## src/rtl/sxh_pkg.sv

```systemverilog
package sxh_pkg;

   typedef enum logic [2:0] {
      ST_IDLE,
      ST_SETUP,
      ST_STROBE,
      ST_ACKLO,
      ST_ACKHI
   } sxh_state_t;

   function automatic int sxh_max(input int a, input int b);
      return (a > b) ? a : b;
   endfunction

endpackage

```

## src/rtl/sxh_sync.sv

```systemverilog
module sxh_sync #(
   parameter int           W       = 2,
   parameter logic [W-1:0] RST_VAL = '0
) (
   input  logic         clk,
   input  logic         rst_n,
   input  logic [W-1:0] d,
   output logic [W-1:0] q
);

   generate
      if (W < 1) begin : g_bad_w
         $error("sxh_sync: W must be at least 1");
      end
   endgenerate

   genvar i;
   generate
      for (i = 0; i < W; i++) begin : g_bit
         logic meta;
         logic stab;
         always_ff @(posedge clk or negedge rst_n) begin
            if (!rst_n) begin
               meta <= RST_VAL[i];
               stab <= RST_VAL[i];
            end else begin
               meta <= d[i];
               stab <= meta;
            end
         end
         assign q[i] = stab;
      end
   endgenerate

endmodule

```

## src/rtl/sxh_busy_watch.sv

```systemverilog
module sxh_busy_watch #(
   parameter int LIMIT = 5000
) (
   input  logic clk,
   input  logic rst_n,
   input  logic busy_s,
   input  logic clear,
   output logic flag
);

   localparam int CW = $clog2(LIMIT + 1);

   generate
      if (LIMIT < 1) begin : g_bad_limit
         $error("sxh_busy_watch: LIMIT must be at least 1");
      end
   endgenerate

   logic [CW-1:0] run_cnt;

   always_ff @(posedge clk or negedge rst_n) begin
      if (!rst_n)                     run_cnt <= '0;
      else if (!busy_s)               run_cnt <= '0;
      else if (run_cnt != CW'(LIMIT)) run_cnt <= run_cnt + 1'b1;
   end

   always_ff @(posedge clk or negedge rst_n) begin
      if (!rst_n)                                    flag <= 1'b0;
      else if (clear)                                flag <= 1'b0;
      else if (busy_s && run_cnt == CW'(LIMIT - 1))  flag <= 1'b1;
   end


   clear_wins_chk: assert property (@(posedge clk) disable iff (!rst_n)
      clear |=> !flag);


   flag_needs_busy_chk: assert property (@(posedge clk) disable iff (!rst_n)
      $rose(flag) |-> $past(busy_s));

endmodule

```

## src/rtl/sxh_seq.sv

```systemverilog
module sxh_seq
   import sxh_pkg::*;
#(
   parameter int DATA_W     = 8,
   parameter int SETUP_CYC  = 2,
   parameter int STROBE_CYC = 50,
   parameter int ACK_WAIT   = 0
) (
   input  logic              clk,
   input  logic              rst_n,
   input  logic              in_valid,
   input  logic [DATA_W-1:0] in_data,
   input  logic              busy_s,
   input  logic              ack_s,
   output logic              in_ready,
   output logic [DATA_W-1:0] pd_data,
   output logic              pd_strobe_n
);

   localparam int CW = $clog2(sxh_max(SETUP_CYC, STROBE_CYC) + 1);

   generate
      if (SETUP_CYC < 1) begin : g_bad_setup
         $error("sxh_seq: SETUP_CYC must be at least 1");
      end
      if (STROBE_CYC < 1) begin : g_bad_strobe
         $error("sxh_seq: STROBE_CYC must be at least 1");
      end
      if (ACK_WAIT != 0 && ACK_WAIT != 1) begin : g_bad_ack
         $error("sxh_seq: ACK_WAIT must be 0 or 1");
      end
   endgenerate

   localparam sxh_state_t POST_STROBE = (ACK_WAIT != 0) ? ST_ACKLO : ST_IDLE;

   sxh_state_t        state;
   logic [CW-1:0]     cnt;
   logic [DATA_W-1:0] dreg;

   always_ff @(posedge clk or negedge rst_n) begin
      if (!rst_n) begin
         state <= ST_IDLE;
         cnt   <= '0;
         dreg  <= '0;
      end else begin
         case (state)
            ST_IDLE: begin
               if (in_valid) begin
                  dreg  <= in_data;
                  cnt   <= CW'(SETUP_CYC - 1);
                  state <= ST_SETUP;
               end
            end
            ST_SETUP: begin
               if (cnt != '0) begin
                  cnt <= cnt - 1'b1;
               end else if (!busy_s) begin
                  cnt   <= CW'(STROBE_CYC - 1);
                  state <= ST_STROBE;
               end
            end
            ST_STROBE: begin
               if (cnt != '0) cnt   <= cnt - 1'b1;
               else           state <= POST_STROBE;
            end
            ST_ACKLO: begin
               if (!ack_s) state <= ST_ACKHI;
            end
            ST_ACKHI: begin
               if (ack_s) state <= ST_IDLE;
            end
            default: state <= ST_IDLE;
         endcase
      end
   end

   assign in_ready    = (state == ST_IDLE);
   assign pd_strobe_n = (state != ST_STROBE);
   assign pd_data     = dreg;


   data_steady_chk: assert property (@(posedge clk) disable iff (!rst_n)
      (!pd_strobe_n && $past(!pd_strobe_n)) |-> $stable(pd_data));


   strobe_not_busy_chk: assert property (@(posedge clk) disable iff (!rst_n)
      $fell(pd_strobe_n) |-> !$past(busy_s));


   no_ready_in_strobe_chk: assert property (@(posedge clk) disable iff (!rst_n)
      !pd_strobe_n |-> !in_ready);

endmodule

```

## src/rtl/strobe_xfer_host.sv

```systemverilog
module strobe_xfer_host #(
   parameter int DATA_W      = 8,
   parameter int SETUP_CYC   = 2,
   parameter int STROBE_CYC  = 50,
   parameter int TIMEOUT_CYC = 5000,
   parameter int ACK_WAIT    = 0
) (
   input  logic              clk,
   input  logic              rst_n,
   input  logic              in_valid,
   output logic              in_ready,
   input  logic [DATA_W-1:0] in_data,
   output logic [DATA_W-1:0] pd_data,
   output logic              pd_strobe_n,
   input  logic              pd_busy,
   input  logic              pd_ack_n,
   input  logic              to_clear,
   output logic              to_flag
);

   logic [1:0] sync_q;
   logic       busy_s;
   logic       ack_s;

   sxh_sync #(.W(2), .RST_VAL(2'b10)) i_sync (
      .clk   (clk),
      .rst_n (rst_n),
      .d     ({pd_ack_n, pd_busy}),
      .q     (sync_q)
   );

   assign busy_s = sync_q[0];
   assign ack_s  = sync_q[1];

   sxh_busy_watch #(.LIMIT(TIMEOUT_CYC)) i_watch (
      .clk    (clk),
      .rst_n  (rst_n),
      .busy_s (busy_s),
      .clear  (to_clear),
      .flag   (to_flag)
   );

   sxh_seq #(
      .DATA_W     (DATA_W),
      .SETUP_CYC  (SETUP_CYC),
      .STROBE_CYC (STROBE_CYC),
      .ACK_WAIT   (ACK_WAIT)
   ) i_seq (
      .clk         (clk),
      .rst_n       (rst_n),
      .in_valid    (in_valid),
      .in_data     (in_data),
      .busy_s      (busy_s),
      .ack_s       (ack_s),
      .in_ready    (in_ready),
      .pd_data     (pd_data),
      .pd_strobe_n (pd_strobe_n)
   );

endmodule

```

## config.mk

```make
export PLATFORM = sky130hd
export DESIGN_NAME = strobe_xfer_host
export DESIGN_NICKNAME = d
export VERILOG_FILES = /design/src/rtl/sxh_pkg.sv /design/src/rtl/sxh_sync.sv /design/src/rtl/sxh_busy_watch.sv /design/src/rtl/sxh_seq.sv /design/src/rtl/strobe_xfer_host.sv
export SDC_FILE = /design/constraint.sdc
export NUM_CORES = 1
export LEC_CHECK = 0
export ABC_AREA = 1
export BUFFER_PORTS_ARGS = -buffer_cell sky130_fd_sc_hd__buf_2
export CAP_MARGIN = 10
export CORE_MARGIN = 5
export CORE_UTILIZATION = 48
export CTS_CLUSTER_SIZE = 10
export DETAILED_ROUTE_END_ITERATION = 7
export PLACE_DENSITY = 0.77
export SYNTH_ARGS = -nofsm -noshare
export SYNTH_HDL_FRONTEND = slang
export SYNTH_SLANG_ARGS = --single-unit
```

## constraint.sdc

```tcl
create_clock -name clk -period 1.6 [get_ports clk]
set_input_delay 0.32 -clock clk [delete_from_list [all_inputs] [get_ports clk]]
set_output_delay 0.32 -clock clk [all_outputs]
set_load 0.1 [all_outputs]
```

# Word level (Yosys, flattened, before mapping)

Index checks and enable logic that the tools add are counted.
W data, S select, Z words.

Shifts and indexed selects: 0
Bitwise gates (word level): 0
Reduce and logical (&&, ||, !) cells: 8
$lt $le $gt $ge: 0
Equality and inequality tests: 16
Multiplexer cells: 16
Divide/modulo/power cells: 0
Multiply operators: 0
Add/subtract/negate cells: 2

Operators with widths:

| cell                    | count |
|---|---|
| $mux W13                | 2 |
| $mux W6                 | 4 |
| $mux W3                 | 6 |
| $pmux W6 S3             | 1 |
| $pmux W3 S5             | 1 |
| $add A13 B1 Y13 const B | 1 |
| $eq A13 B13 Y1 const B  | 1 |
| $ne A13 B13 Y1 const B  | 1 |
| $ne A2 B2 Y1 const B    | 6 |
| $eq A3 B2 Y1 const B    | 2 |
| $ne A3 B2 Y1 const B    | 2 |
| $reduce_and A6 Y1       | 1 |
| $reduce_bool A6 Y1      | 1 |
| $sub A6 B1 Y6 const B   | 1 |
| $ne A2 B1 Y1 const B    | 2 |
| $reduce_and A4 Y1       | 1 |
| $eq A3 B1 Y1 const B    | 1 |
| $eq A3 B3 Y1 const B    | 1 |
| $logic_not A3 Y1        | 1 |
| $reduce_bool A3 Y1      | 1 |
| $mux W1                 | 2 |
| $reduce_and A2 Y1       | 1 |
| $reduce_bool A2 Y1      | 1 |
| $logic_and A1 B1 Y1     | 1 |

Bits in latches: 0
Register bits: 35
Memory bits (read-only): 0
RAM bits: 0
Memories kept: 0

# Depth between registers and ports, before layout

Gate-level depths: netlist of run 1.

Word-level depth: 4
Mapped depth: 11

# Hierarchy

From an unflattened synthesis of run 1, not the netlist that was laid out.

Cells, all modules: 253
Area total of the unflattened synthesis: 1936.9 sq um

Modules (own cells, without submodules):

| module         | cells each | times used | seq. area each (sq um) | area each (sq um) |
|---|---|---|---|---|
| sxh_seq        | 138        | 1          | 425.4                  | 1014.7 |
| sxh_busy_watch | 109        | 1          | 350.3                  | 804.5 |
| sxh_sync       | 6          | 1          | 102.6                  | 117.6 |

# Least setup slack after synthesis of run 1

No wires, ideal clock.

Path kind: register to register
Start point: reg i_seq.state[0]
End point: reg i_seq.dreg[0], in the netlist i_seq.pd_data[0]
Arrival time: 1.767 ns
Clock period less this slack: 1.889 ns
Setup slack: -0.289 ns
Cell stages (with the launch flop): 6
Buffers on the path: 1
Setup time: 0.122 ns
Cell sequence: dfrtp_1 buf_6 nor3_4 nand2_4 nand2_1 nand2_1

Longest elaborated chain between the ends: 2

RTL lines:

| element                            | RTL line               | text |
|---|---|---|
| from (decl)                        | sxh_seq.sv:36          | `sxh_state_t state;` |
| from (signal assigned)             | sxh_seq.sv:42          | `state <= ST_IDLE;` |
| from (signal assigned)             | sxh_seq.sv:51          | `state <= ST_SETUP;` |
| from (signal assigned)             | sxh_seq.sv:59          | `state <= ST_STROBE;` |
| $logic_not A3 Y1                   | n/a                    |  |
| named net in_ready                 | strobe_xfer_host.sv:11 | `output logic in_ready,` |
| $reduce_and A2 Y1 (no source line) | n/a                    |  |
| to (signal assigned)               | sxh_seq.sv:49          | `dreg <= in_data;` |
| to (decl)                          | sxh_seq.sv:38          | `logic [DATA_W-1:0] dreg;` |

The timed path passes the listed nets, and every way through them passes these cells.
A chain may end at the register's enable or synchronous reset.

# Worst setup path in the final report of run 1

Start point: reg i_seq.state[2]
End point: out pd_strobe_n

Longest elaborated chain between the ends: 1

RTL lines:

| element      | RTL line               | text |
|---|---|---|
| $ne A3 B2 Y1 | sxh_seq.sv:78          | `assign pd_strobe_n = (state != ST_STROBE);` |
| to (decl)    | strobe_xfer_host.sv:14 | `output logic pd_strobe_n,` |

No other way between the ends.

==> run_results.csv, run 1 <==
group,metric,value,unit
sta,finClkSkew,0.004558,ns
sta,whs,0.04862,ns
power_and_ir_drop,vdd_drop_max,1.458,mV
grt,grt_util_all_layers,14.89,%
layout,fill_cells,333,
yosys,yosysTopAreaCellShare,44.62,%
layout,syn2layout_area_growth,18.12,%
routing,route.detailed.drc,0,
setup_path,ff2ff_path_depth,11,
yosys,avgSynthCellArea,7.976,um^2
sta,drv_slew,0,
grt,antenna_found_initial,0,
yosys,synth_seq_cells,35,
layout,antenna_cells,0,
floorplanning,core-area,3689,um^2
setup_path,worstSetupPathType,"flop to output pin",
floorplanning,die_y,72.09,um
grt,grt_pass1_wl,6120,um
grt,grt_pass1_vias,1410,
placed_design,dp_hpwl,2578,um
sta,relSlewSlack,67.50,%
layout,drive_gt1_share,22.73,%
setup_path,end_kind,"output pin",
sta,rsz0062_at_grt,"false",
setup_path,r2r_start,"i_seq.cnt[0]",
power_and_ir_drop,p_leak,0.001145,uW
yosys,synth.distinct_cells,32,
layout,seq_area,880.8,um^2
yosys,netlist_top_cells_area,"dfrtp_1 45%, nand2_1 14%, nand3_1 7.0%",
yosys,yosysWarnings,0,
yosys,synthCells,232,
yosys,synth_edf_count,0,
clock_tree,cts-root-buf,"clkbuf_8",
yosys,async_reset_ff_share,100.0,%
placed_design,place.gp.congestion,0.8139,
floorplanning,rows,22,
layout,multi_input_area,847.1,um^2
routing,routedWlPerCell,11.07,um
yosys,ys.flop_type,"dfrtp_1",
setup_path,cp.required,1.28,ns
routing,drtIter0Drc,47,
clock_tree,cts_tree,"built",
power_and_ir_drop,totalPowerFinal,4422,uW
sta,worst_pin_slew,0.4909,ns
grt,top_usage_layer,"met2",
grt,grt_max_degree,36,
setup_path,reg2reg_slack,0.14,ns
sta,tns,0,ns
setup_path,cp-start-kind,"flop",
routing,via_per_inst,4.801,
routing,drt-total-wl,3455,um
grt,overflow,0,
layout,final_net_count,280,
placed_design,portBuffers,24,
sta,hold_violations,0,
floorplanning,dieArea,5197,um^2
routing,drtPass1Iterations,4,
clock_tree,h-tree-depth,2,
routing,ant_nets,0,
grt,gr-usage-met2,23.15,%
sta,period_minus_slack,1.538,ns
job,cap_violations,0,
sta,fmax,650.3,MHz
grt,grt_util_met3,4.571,%
floorplanning,die_w,72.09,um
floorplanning,start_util,50.17,%
yosys,syn_area,1851,um^2
yosys,synth_most_common_cell,"nand2_1",
yosys,ys_top_cells_by_count,"71 x nand2_1, 33 x dfrtp_1, 26 x nand3_1, 23 x inv_1, 19 x nor2_1",
setup_path,worstPathMaxFanout,5,
floorplanning,io_pins,25,
yosys,ys_seq_area_share,47.46,%
clock_tree,clkTransAtPathRegs,0.07,ns
worst_hold_path,hp-class,"input pin to asynchronous set/reset pin",
setup_path,critical_path_arrival,1.22,ns
placed_design,placed_area,2058,um^2
grt,use_met1,19.03,%
routing,vias,1498,
clock_tree,cts_sinks,35,
setup_path,reg2reg_to,"i_seq.cnt[3]",
sta,post-route-period-util,96.12,%
yosys,yosysTopAreaCell,"dfrtp_1",
layout,final_area,2186,um^2
sta,setup_viol,0,
clock_tree,clockBufferDepth,2,
clock_tree,clock_latency,0.28,ns
yosys,syn_nets,249,
clock_tree,numCtsBuffers,5,
run_status,outcome,"complete, no violations",
power_and_ir_drop,power_density,2023,nW/um^2
what timing repair did:
item                                   4_1_cts  5_1_grt
setup endpoints to repair                    1        6
hold buffers                                 0        0
setup buffers                                0        0
endpoints found under the hold margin        0        0
resized for setup                            1        3
pin swaps                                    0        2
placed cells by master, fill, tap and decap left out, drive strengths merged:
master and count:
a211oi 1, a21oi 6, a31oi 1, buf 28
bufinv 1, clkbuf 5, clkinv 3, dfrtp 33
dfstp 2, ha 3, inv 27, nand2 76
nand3 29, nand3b 1, nand4 4, nor2 25
nor3 5, o21ai 6, o21bai 1, o31ai 1
or2 1, xnor2 1, xor2 4
kinds of logic after synthesis:
family                   synth area share (%)
XOR/XNOR                                2.366
flip-flops                              47.46
adder cells (fa/ha/maj)                 2.029
AO/OA/AOI/OAI                           4.801
buffers and inverters                   7.436
AND/OR/NAND/NOR                         35.90
flip-flops by register name (all words and copies together) (netlist names):
register           count
i_watch.flag           1
i_seq.cnt              6
i_seq.pd_data          8
i_seq.state            3
i_sync.g_bit.meta      2
i_watch.run_cnt       13
i_sync.g_bit.stab      2
per-layer routing:
metal  wire length (um)  vias up
li1                   -      804
met1               1645      671
met2               1660       19
met3                117        4
met4                 31        0
met5                  0        -
worst max path at each step:
stage               depth (start not counted)           start               end
floorplan                                   5  i_seq.state[1]  i_seq.pd_data[0]
global placement                           11    i_seq.cnt[0]      i_seq.cnt[3]
detailed placement                         11    i_seq.cnt[0]      i_seq.cnt[3]
CTS                                         2  i_seq.state[0]          in_ready
global route                                2  i_seq.state[0]          in_ready
finish                                      3  i_seq.state[2]       pd_strobe_n
where the power goes:
group          switching (uW)  internal (uW)  leakage [uW]
sequential                173           1080      0.000452
clock                     324            464     0.0000581
combinational            1760            623      0.000635
total                    2250           2170       0.00114
critical path, stage by stage, from the launching register on:
cell	delay, ns
dfrtp_1	0.45
inv_2	0.16
nand3_4	0.13
buf_12	0.19
stage by stage:
step | setup slack, ns | utilization [%] | instances
floorplan | -0.2881 | - | 232
finish | 0.06215 | 59.26 | 312
detailed placement | 0.1237 | 55.80 | 304
global route | 0.004257 | 59.26 | 312
CTS | 0.02277 | 58.89 | 312
global placement | 0.1690 | 55.80 | 304
cell type report:
class,instances,area share (%)
Timing Repair Buffer,28,8.243
Multi-Input combinational cell,165,38.75
Sequential cell,35,40.30
Clock inverter,3,2.003
Inverter,28,4.808
Tap cell,48,2.748
Clock buffer,5,3.148
No activity file was read; power rests on OpenSTA's default activity.
==> run 2: changes to the inputs <==
--- a/config.mk
+++ b/config.mk
@@ -12,7 +12,7 @@
 export CORE_UTILIZATION = 48
 export CTS_CLUSTER_SIZE = 10
 export DETAILED_ROUTE_END_ITERATION = 7
-export PLACE_DENSITY = 0.77
+export PLACE_DENSITY_LB_ADDON = 0.12
 export SYNTH_ARGS = -nofsm -noshare
 export SYNTH_HDL_FRONTEND = slang
 export SYNTH_SLANG_ARGS = --single-unit
==> run 2 against run 1 <==
Maximum frequency fell by 1.0%. Critical path depth fell by 1. Register-to-register slack barely moved. Die area did not move. Combinational power barely moved. Final area fell by 0.92%. Largest cell class unchanged.
==> run_results.csv, run 2 (same netlist as run 1, synthesis figures left out) <==
group,metric,value,unit
sta,tns,0,ns
placed_design,portBuffers,24,
sta,worst_pin_slew,0.4899,ns
power_and_ir_drop,p_sw,2221,uW
layout,final_cell_mix,"71 x nand2_1, 31 x dfrtp_1, 26 x nand3_1",
floorplanning,dieArea,5197,um^2
layout,fill_cells,342,
run_status,outcome,"complete, no violations",
routing,drtIter0Drc,125,
floorplanning,io_pins,25,
setup_path,worstSetupStartpoint,"i_seq.state[1]",
grt,grt_util_all_layers,15.14,%
setup_path,cp-start-kind,"flop",
sta,relSlewSlack,67.56,%
routing,routedWlPerCell,11.52,um
sta,whs,0.05668,ns
power_and_ir_drop,vdd_drop_max,1.085,mV
routing,via_per_inst,5.032,
power_and_ir_drop,totalPowerFinal,4326,uW
floorplanning,rows,22,
grt,grt_pass1_wl,6251,um
setup_path,worstSetupPathType,"flop to output pin",
layout,final_net_count,280,
clock_tree,cts-root-buf,"clkbuf_8",
floorplanning,die_w,72.09,um
layout,antenna_cells,0,
floorplanning,start_util,50.17,%
setup_path,critical_path_arrival,1.23,ns
power_and_ir_drop,p_clk_share,16.0,%
grt,grt_pass1_vias,1461,
placed_design,place.gp.congestion,0.8436,
sta,finClkSkew,0.007536,ns
layout,largest_reg_flops,13,
sta,post-route-period-util,97.11,%
grt,antenna_found_initial,0,
setup_path,slowest_stage,"dfrtp_2",
sta,final.setup.worst_slack,0.04627,ns
layout,syn2layout_area_growth,17.04,%
grt,overflow,0,
layout,drive_gt1_share,22.35,%
clock_tree,clock_latency,0.28,ns
power_and_ir_drop,p_leak,0.001137,uW
routing,vias,1570,
clock_tree,clockBufferDepth,2,
power_and_ir_drop,sw_frac_of_total,51.35,%
routing,drt-total-wl,3593,um
setup_path,r2r_start,"i_seq.cnt[0]",
clock_tree,cts_tree,"built",
layout,regMostFlops,"i_watch.run_cnt",
worst_hold_path,hp-class,"input pin to asynchronous set/reset pin",
sta,period_minus_slack,1.554,ns
power_and_ir_drop,seqPwrFrac,29.2,%
clock_tree,numCtsBuffers,5,
clock_tree,clkTransAtPathRegs,0.07,ns
routing,route.detailed.drc,0,
routing,drtPass1Iterations,4,
sta,setup_viol,0,
clock_tree,cts_sinks,35,
sta,drv_slew,0,
routing,ant_nets,0,
power_and_ir_drop,power_density,1997,nW/um^2
layout,mostFrequentLayoutCell,"nand2_1",
setup_path,worstPathMaxFanout,7,
floorplanning,core-area,3689,um^2
setup_path,crit_chain,"nor3_4 -> buf_12",
setup_path,slowest_delay,0.49,ns
clock_tree,h-tree-depth,2,
grt,grt_max_degree,36,
setup_path,end_kind,"output pin",
job,cap_violations,0,
placed_design,dp_hpwl,2631,um
floorplanning,die_y,72.09,um
sta,hold_violations,0,
setup_path,cp.required,1.28,ns
power_and_ir_drop,p_int,2104,uW
placed_design,pre_cts_slack,0.1140,ns
power_and_ir_drop,combPwrFrac,54.8,%
sta,fmax,643.6,MHz
## run 2: power groups by stage
| stage | sequential [uW] | combinational (uW) | clock [uW] |
|---|---|---|---|
| after global routing | 1290 | 2590 | 768 |
| after CTS | 1260 | 2360 | 715 |
| after floorplan | 1890 | 1260 | 0 |
| after detailed placement | 1270 | 2360 | 0 |
| final | 1260 | 2370 | 691 |
| after global placement | 1270 | 2350 | 0 |
## run 2: routing by layer
metal	track usage, %	up-vias	share of wire (%)
met5	0	-	0
met4	6.472	0	0.75
met3	5.263	2	5.6
met2	23.46	54	48
met1	19.15	710	46
li1	-	804	-
## run 2: final timing paths
kind,endpoint,slack [ns],cells past startpoint
max,in_ready,0.05,2
min,i_watch.run_cnt[7],0.06,2
max reg2reg,i_seq.cnt[3],0.14,11
min reg2reg,i_sync.g_bit[1].stab,0.36,0
max in group asynchronous,i_sync.g_bit[1].stab,1.20,2
min in group clk,i_sync.g_bit[1].meta,0.14,1
## run 2: worst max-delay path: cells and delay by family, from the launching register on
| family | cells | cell delay, ns |
|---|---|---|
| buffers and inverters | 1 | 0.20 |
| AND/OR/NAND/NOR | 1 | 0.26 |
| flip-flops | 1 | 0.49 |
## run 2: stage by stage
step                instances  util, %  cell area [um^2]
global route              312    58.72              2166
detailed placement        303    55.60              2051
floorplan                 232        -              1851
finish                    312    58.72              2166
global placement          303    55.60              2051
CTS                       311    58.34              2152
## run 2: layout make-up
| class | count | area, um^2 | share of cell area [%] |
|---|---|---|---|
| Inverter | 28 | 105.1 | 4.853 |
| Multi-Input combinational cell | 165 | 839.6 | 38.76 |
| Tap cell | 48 | 60.06 | 2.773 |
| Clock buffer | 8 | 100.1 | 4.622 |
| Sequential cell | 35 | 880.8 | 40.67 |
| Timing Repair Buffer | 28 | 180.2 | 8.319 |
## run 2: what timing repair did
item	4_1_cts	5_1_grt
resized for setup	1	2
pin swaps	0	0
setup buffers	0	1
setup endpoints to repair	1	5
hold buffers	0	0
